`src/rtl/fsq_pkg.sv`:
```
package fsq_pkg;
    localparam int INSTR_W = 21;

    typedef enum logic [1:0] {
        S_IDLE = 2'd0,
        S_EXEC = 2'd1,
        S_BUSY = 2'd2
    } fsq_state_e;

    typedef enum logic [2:0] {
        CC_WAIT_LT   = 3'd0,
        CC_WAIT_GE   = 3'd1,
        CC_LOOP_NZ   = 3'd2,
        CC_LOOP_Z    = 3'd3,
        CC_CARRY_CLR = 3'd4,
        CC_CARRY_SET = 3'd5,
        CC_SYNC      = 3'd6,
        CC_ALWAYS    = 3'd7
    } fsq_cc_e;
endpackage

```
`src/rtl/fsq_cond.sv`:
```
module fsq_cond
    import fsq_pkg::*;
(
    input  logic [2:0] cc,
    input  logic       wait_ge,
    input  logic       loop_zero,
    input  logic       nco_carry,
    input  logic       sync_bit,
    output logic       hit
);
    always_comb begin
        unique case (fsq_cc_e'(cc))
            CC_WAIT_LT:   hit = !wait_ge;
            CC_WAIT_GE:   hit = wait_ge;
            CC_LOOP_NZ:   hit = !loop_zero;
            CC_LOOP_Z:    hit = loop_zero;
            CC_CARRY_CLR: hit = !nco_carry;
            CC_CARRY_SET: hit = nco_carry;
            CC_SYNC:      hit = sync_bit;
            CC_ALWAYS:    hit = 1'b1;
            default:      hit = 1'b0;
        endcase
    end
endmodule

```
`src/rtl/fsq_counters.sv`:
```
module fsq_counters #(
    parameter int LOOP_W = 12,
    parameter int WAIT_W = 10,
    parameter int DEC_LO = 1,
    parameter int DEC_HI = 2
) (
    input  logic              clk,
    input  logic              rst_n,
    input  logic              ld_loop,
    input  logic [LOOP_W-1:0] ld_val,
    input  logic              dec_loop,
    input  logic              wait_inc,
    input  logic              wait_dec,
    input  logic              dec_sel,
    input  logic [WAIT_W-1:0] thr,
    output logic              loop_zero,
    output logic              wait_ge
);
    localparam logic [WAIT_W:0] WMAX = {1'b0, {WAIT_W{1'b1}}};
    localparam logic [WAIT_W:0] AMT_LO = (WAIT_W+1)'(DEC_LO);
    localparam logic [WAIT_W:0] AMT_HI = (WAIT_W+1)'(DEC_HI);

    logic [LOOP_W-1:0] loop_q;
    logic [WAIT_W-1:0] wait_q;
    logic [WAIT_W:0]   sum;
    logic [WAIT_W:0]   amt;
    logic [WAIT_W:0]   wnext;

    always_comb begin
        sum = {1'b0, wait_q} + {{WAIT_W{1'b0}}, wait_inc};
        if (sum > WMAX) sum = WMAX;
        amt = dec_sel ? AMT_HI : AMT_LO;
        if (!wait_dec) wnext = sum;
        else if (sum < amt) wnext = '0;
        else wnext = sum - amt;
    end

    always_ff @(posedge clk or negedge rst_n) begin
        if (!rst_n) begin
            loop_q <= '0;
            wait_q <= '0;
        end else begin
            if (ld_loop) loop_q <= ld_val;
            else if (dec_loop && loop_q != '0) loop_q <= loop_q - 1'b1;
            wait_q <= wnext[WAIT_W-1:0];
        end
    end

    assign loop_zero = (loop_q == '0);
    assign wait_ge   = (wait_q >= thr);

    // a decrement at zero keeps the loop counter at zero
    a_r6_loop_sat: assert property (@(posedge clk) disable iff (!rst_n)
        (dec_loop && !ld_loop && loop_q == '0) |=> loop_q == '0);

    // a decrement never raises the wait count
    a_r7_wait_dec: assert property (@(posedge clk) disable iff (!rst_n)
        (wait_dec && !wait_inc) |=> wait_q <= $past(wait_q));
endmodule

```
`src/rtl/fsq_rot.sv`:
```
module fsq_rot #(
    parameter int PH_W = 2
) (
    input  logic            clk,
    input  logic            rst_n,
    input  logic            clr,
    input  logic            adv,
    output logic [PH_W-1:0] phase
);
    always_ff @(posedge clk or negedge rst_n) begin
        if (!rst_n) phase <= '0;
        else if (clr) phase <= '0;
        else if (adv) phase <= phase + 1'b1;
    end

    // the phase only ever moves forward by one step
    a_r9_phase_step: assert property (@(posedge clk) disable iff (!rst_n)
        (!$stable(phase) && phase != '0) |-> phase == $past(phase) + 1'b1);
endmodule

```
`src/rtl/fir_seq_ctrl.sv`:
```
module fir_seq_ctrl
    import fsq_pkg::*;
#(
    parameter int DEPTH  = 32,
    parameter int THR_W  = 10,
    parameter int LOOP_W = 12,
    localparam int PC_W  = $clog2(DEPTH)
) (
    input  logic               clk,
    input  logic               rst_n,
    input  logic               run,
    input  logic               prog_we,
    input  logic [PC_W-1:0]    prog_addr,
    input  logic [INSTR_W-1:0] prog_data,
    input  logic               thr_we,
    input  logic [THR_W-1:0]   thr_data,
    input  logic               nco_carry,
    input  logic               sync_bit,
    input  logic               wait_inc,
    input  logic               eng_done,
    input  logic               uc_at_output,
    output logic [PC_W-1:0]    pc,
    output logic               eng_start,
    output logic [5:0]         fir_type,
    output logic [2:0]         fir_steps,
    output logic               rs_inc,
    output logic               wait_dec,
    output logic               uc_en,
    output logic [1:0]         uc_phase
);
    logic [INSTR_W-1:0] store [DEPTH];
    logic [THR_W-1:0]   thr_q;
    fsq_state_e         state;
    logic [PC_W-1:0]    pc_q;
    logic [INSTR_W-1:0] ins;
    logic               is_jump, is_wait, is_fir, in_exec, fir_go, start_go;
    logic               hit, loop_zero, wait_ge, done_go, rot_adv;
    logic [5:0]         type_q;
    logic [2:0]         steps_q;
    logic               rs_q, uc_q;

    always_ff @(posedge clk) begin
        if (prog_we) store[prog_addr] <= prog_data;
    end

    always_ff @(posedge clk or negedge rst_n) begin
        if (!rst_n) thr_q <= '0;
        else if (thr_we) thr_q <= thr_data;
    end

    assign ins      = store[pc_q];
    assign is_jump  = ins[8];
    assign is_wait  = !ins[8] && !ins[7];
    assign is_fir   = !ins[8] && ins[7];
    assign in_exec  = run && (state == S_EXEC);
    assign fir_go   = in_exec && is_fir;
    assign start_go = fir_go && ins[6];
    assign done_go  = run && (state == S_BUSY) && eng_done;

    fsq_cond u_cond (
        .cc        (ins[2:0]),
        .wait_ge   (wait_ge),
        .loop_zero (loop_zero),
        .nco_carry (nco_carry),
        .sync_bit  (sync_bit),
        .hit       (hit)
    );

    fsq_counters #(
        .LOOP_W (LOOP_W),
        .WAIT_W (THR_W)
    ) u_cnt (
        .clk       (clk),
        .rst_n     (rst_n),
        .ld_loop   (fir_go && ins[2]),
        .ld_val    (ins[20:9]),
        .dec_loop  (fir_go && ins[1]),
        .wait_inc  (wait_inc),
        .wait_dec  (wait_dec),
        .dec_sel   (ins[4]),
        .thr       (thr_q),
        .loop_zero (loop_zero),
        .wait_ge   (wait_ge)
    );

    assign rot_adv = uc_at_output ? (done_go && uc_q) : (start_go && ins[0]);

    fsq_rot u_rot (
        .clk   (clk),
        .rst_n (rst_n),
        .clr   (1'b0),
        .adv   (rot_adv),
        .phase (uc_phase)
    );

    // State register and program counter
    always_ff @(posedge clk or negedge rst_n) begin
        if (!rst_n) begin
            state <= S_IDLE;
            pc_q  <= '0;
        end else if (!run) begin
            state <= S_IDLE;
            pc_q  <= '0;
        end else begin
            unique case (state)
                S_IDLE: begin
                    state <= S_EXEC;
                    pc_q  <= '0;
                end
                S_EXEC: begin
                    if (is_jump) begin
                        pc_q <= hit ? ins[7:3] : pc_q + 1'b1;
                    end else if (is_wait) begin
                        if (hit) pc_q <= pc_q + 1'b1;
                    end else if (ins[6]) begin
                        state <= S_BUSY;
                    end else begin
                        pc_q <= pc_q + 1'b1;
                    end
                end
                S_BUSY: begin
                    if (eng_done) begin
                        state <= S_EXEC;
                        pc_q  <= pc_q + 1'b1;
                    end
                end
                default: begin
                    state <= S_IDLE;
                    pc_q  <= '0;
                end
            endcase
        end
    end

    // Filter-pass outputs held from start until done
    always_ff @(posedge clk or negedge rst_n) begin
        if (!rst_n) begin
            type_q  <= '0;
            steps_q <= '0;
            rs_q    <= 1'b0;
            uc_q    <= 1'b0;
        end else if (!run || done_go) begin
            rs_q <= 1'b0;
            uc_q <= 1'b0;
        end else if (start_go) begin
            type_q  <= ins[14:9];
            steps_q <= ins[17:15];
            rs_q    <= ins[5];
            uc_q    <= ins[0];
        end
    end

    assign pc        = pc_q;
    assign eng_start = start_go;
    assign wait_dec  = fir_go && ins[3];
    assign fir_type  = type_q;
    assign fir_steps = steps_q;
    assign rs_inc    = rs_q;
    assign uc_en     = uc_q;

    // start lasts one cycle and is followed by the busy state
    a_r4_start_pulse: assert property (@(posedge clk) disable iff (!rst_n)
        (eng_start && run) |=> (!eng_start && (state == S_BUSY || !run)));

    // program counter stays put while the engine is busy
    a_r4_busy_hold: assert property (@(posedge clk) disable iff (!rst_n)
        (state == S_BUSY && run && !eng_done) |=> pc == $past(pc));

    // an unmet WAIT holds the step
    a_r3_wait_hold: assert property (@(posedge clk) disable iff (!rst_n)
        (in_exec && is_wait && !hit) |=> (pc == $past(pc) || !run));

    // run low returns to step 0 with no start
    a_r10_idle_pc: assert property (@(posedge clk) disable iff (!rst_n)
        !run |=> (pc == '0 && !eng_start));
endmodule

```
`config.mk`:
```
export PLATFORM = sky130hd
export DESIGN_NAME = fir_seq_ctrl
export DESIGN_NICKNAME = d
export VERILOG_FILES = /design/src/rtl/fsq_pkg.sv /design/src/rtl/fsq_cond.sv /design/src/rtl/fsq_counters.sv /design/src/rtl/fsq_rot.sv /design/src/rtl/fir_seq_ctrl.sv
export SDC_FILE = /design/constraint.sdc
export NUM_CORES = 1
export LEC_CHECK = 0
export ABC_AREA = 1
export BUFFER_PORTS_ARGS = -buffer_cell sky130_fd_sc_hd__buf_2
export CAP_MARGIN = 20
export CORE_ASPECT_RATIO = 0.9
export CORE_MARGIN = 10
export CORE_UTILIZATION = 45
export CTS_BUF_LIST = sky130_fd_sc_hd__clkbuf_16
export DETAILED_ROUTE_END_ITERATION = 10
export PLACE_DENSITY = 0.71
export SLEW_MARGIN = 20
export SYNTH_ARGS = -nofsm -noshare
export SYNTH_HDL_FRONTEND = slang
export SYNTH_HIERARCHICAL = 1
export SYNTH_SLANG_ARGS = --single-unit
```
`constraint.sdc`:
```
create_clock -name clk -period 2.83 [get_ports clk]
set_input_delay 0.566 -clock clk [delete_from_list [all_inputs] [get_ports clk]]
set_output_delay 0.566 -clock clk [all_outputs]
set_load 0.01 [all_outputs]
```
==> flow_summary.ini <==
[floorplan]
die_w_um = 293
ioPinCount = 66
initial_core_util_pct = 45.7
die_area_sq_um = 77800
num_rows = 89
fp.dieH_um = 266
core_sq_um = 66000

[sta]
finalHoldViolCount = 0
fin_ws_ns = -0.292
rsz0062_at_grt = yes
skew_ns = 0.0221
slew_headroom_pct = 61.1
min_period_over_period_pct = 110
period_needed_ns = 3.12
fmax_ghz = 0.320
holdWs_ns = 0.186
worst_slew_pin_slew_ns = 0.584
final_max_slew_viol_count = 0
setup_viol = 11

[synthesis]
yosys-top-cells-count = edfxtp_1 (672), nor2_1 (410), nand2_1 (384)
synth_top_area_share_pct = 66.9
yosys.area.top_type = edfxtp_1
synth_xor_area_share_pct = 0.348
yosysSeqAreaShare_pct = 71.2
synthesis.nets = 2600
yosysMostFrequentCell = edfxtp_1
synthMuxAreaShare_pct = 0.473
synthAdderAreaFrac_pct = 0.896
yosys-top-cells-area = edfxtp_1 (67%), nor2_1 (5.1%), o21ai_0 (5.0%), nand2_1 (4.8%), dfrtp_1 (4.3%)
ys.flop_type = edfxtp_1
synth_cells = 2533
synth_top_family_by_area = simple AND/OR/NAND/NOR gates
async_flop_share_pct = 7.18
synth-simple-area-share_pct = 13.8
avgSynthCellArea_sq_um = 11.9
synth.distinct_cells = 46
synth_edf_count = 672
netlist_area_sq_um = 30200
ys_ff_latch = 724
synth-compound-area-share_pct = 9.42
ys.warnings.count = 6

[cts]
cts_tree = built
cts_num_sinks = 724
cts_buffer_depth = 3
path_clk_slew_ns = 0.06
clock_latency_ns = 0.62
cts.htree.levels = 3
cts_made_buffers = 74
cts_root_buffer = clkbuf_16

[drt]
drtIter0Drc = 2831
routed_wl_um = 83300
ant_nets = 0
viasPerCell = 5.82
num_vias = 21375
drcViolationCount = 0
firstDrtPassIters = 6
wl_per_cell_um = 22.7

[worst_setup_path]
crit_required_ns = 2.26
rrSetupSlack_ns = -0.19
ff2ff_path_depth = 22
cp-end-kind = primary output
crit_end = eng_start
crit_start = pc[0]$_DFFE_PN0P_
worst_r2r_endpoint = u_cnt/wait_q[8]$_DFF_PN0_
start_kind = flop
critical_path_class = reg -> out
reg2reg_from = pc[0]$_DFFE_PN0P_
worstPathMaxFanout = 12
arrival_ns = 2.56

[grt]
grt_first_pass_wirelength_um = 124000
antenna_found_initial = 1
overflow = 0
first_global_vias = 20592
grtUsageTotal_pct = 20.8
grt_max_degree = 52

[power]
power.leakage_nw = 13.0
total_power_mw = 28.1
ir_drop_v = 0.000447
power_density_nw_per_um2 = 786

[placement]
dp_slack_ns = -0.242
gp_congestion = 0.841
placedCellCount = 3513
hpwlAfterDp_um = 48600
numPortBuffers = 65

[min_path]
holdCritPathClass = in -> reg

[finish]
area_growth_pct = 18.6
drive_above_1_share_pct = 19.4
final_net_count = 2824
stdcell_count = 3673

[status]
violations = setup timing
status = finished with violations

[job]
drv_cap = 0
repair_timing:
| item | 4_1_cts | 5_1_grt |
|---|---|---|
| hold endpoints to repair | 15 | 0 |
| pin swaps | 25 | 24 |
| endpoints found under the setup margin | 12 | 29 |
| resized for setup | 75 | 72 |
| cloned | 5 | 3 |
| buffers inserted | 18 | 5 |
| hold buffers | 1 | 0 |
critical path, stage by stage, from the launching register on:
cell and delay (ns):
dfrtp_4 0.56, buf_12 0.18, clkbuf_16 0.16, buf_6 0.15, nor2_4 0.10, nor2_1 0.04, o21ai_0 0.07, o21ai_1 0.10
a21oi_1 0.16, nand2_1 0.11, nand2_4 0.14, nor2_8 0.06, buf_6 0.11
kinds of logic after synthesis:
logic type	count (synthesis)
mux	13
xor+xnor	12
simple gates	1005
fa+ha+maj	21
flops	724
other cells	1
buf+inv	261
compound gates	496
placed cells by master (no fill, tap or decap), types with 11 or more instances in the layout:
cell       Yosys  layout
a21oi_1       19      15
o21ai_1       15      36
nor2_1       410     359
buf_12         0      20
clkinv_1       1      15
dfrtp_1       52      49
ha_1          20      19
clkbuf_16      0      78
nor2_2         4      48
edfxtp_1     672     672
buf_6         10      17
nand3_1      158     148
buf_4         13     179
buf_2         59      63
nand2_2        5      17
inv_1        111     110
nand2_1      384     364
o211ai_1      30      30
o221ai_1      43      40
nand3_2        3      12
o21ai_0      304     275
clkinv_2       0      11
nand4_1       22      22
inv_2          6      13
o22ai_1       76      76
through the flow:
stage | TNS [ns] | area [sq um] | utilization (%)
after global placement | -1.36 | 32600 | 49.4
final | -1.70 | 35800 | 54.2
after floorplan | -0.112 | 30200 | -
after CTS | -1.42 | 35400 | 53.7
after detailed placement | -2.03 | 32600 | 49.4
after global routing | -5.03 | 35800 | 54.2
per-layer routing:
layer	GRT usage (%)	vias up	wire, um
met5	0	-	0
met4	7.92	0	3020
met3	5.49	234	9840
met2	31.6	1285	37100
met1	28.3	10335	33300
li1	-	9521	-
where the power goes:
| group | switching (mW) | total, mW | internal [mW] |
|---|---|---|---|
| clock | 3.96 | 9.40 | 5.44 |
| combinational | 3.93 | 6.39 | 2.46 |
| sequential | 0.297 | 12.3 | 12.0 |
layout make-up:
| cell class | count | area, sq um |
|---|---|---|
| clock inverters | 52 | 429 |
| clock buffers | 75 | 1880 |
| repair inverters | 1 | 8.76 |
| multi-input cells | 1548 | 7920 |
| flip-flops and latches | 724 | 21500 |
| well taps | 864 | 1080 |
| inverters | 119 | 478 |
| repair buffers | 289 | 2490 |
| fillers | 5304 | 30300 |
| diodes | 1 | 2.50 |
state kept, by name (all words and copies together), names as in the netlist:
register / count
store: 672
u_cnt/loop_q: 12
thr_q: 10
u_cnt/wait_q: 10
fir_type: 6
pc: 5
fir_steps: 3
state: 2
u_rot/phase: 2
rs_inc: 1
uc_en: 1
worst min-delay path by stage:
stage,start,end,slack (ns),depth (start not counted)
floorplan,rst_n,fir_steps[0]$_DFFE_PN0P_,0.27,0
global placement,fir_type[1]$_DFFE_PN0P_,fir_type[1]$_DFFE_PN0P_,0.46,2
detailed placement,fir_type[0]$_DFFE_PN0P_,fir_type[0]$_DFFE_PN0P_,0.47,2
CTS,thr_data[5],thr_q[5]$_DFFE_PN0P_,0.15,2
global route,thr_data[7],thr_q[7]$_DFFE_PN0P_,0.17,2
finish,thr_data[5],thr_q[5]$_DFFE_PN0P_,0.19,2
Note: power is estimated with default switching activity, not from simulation.
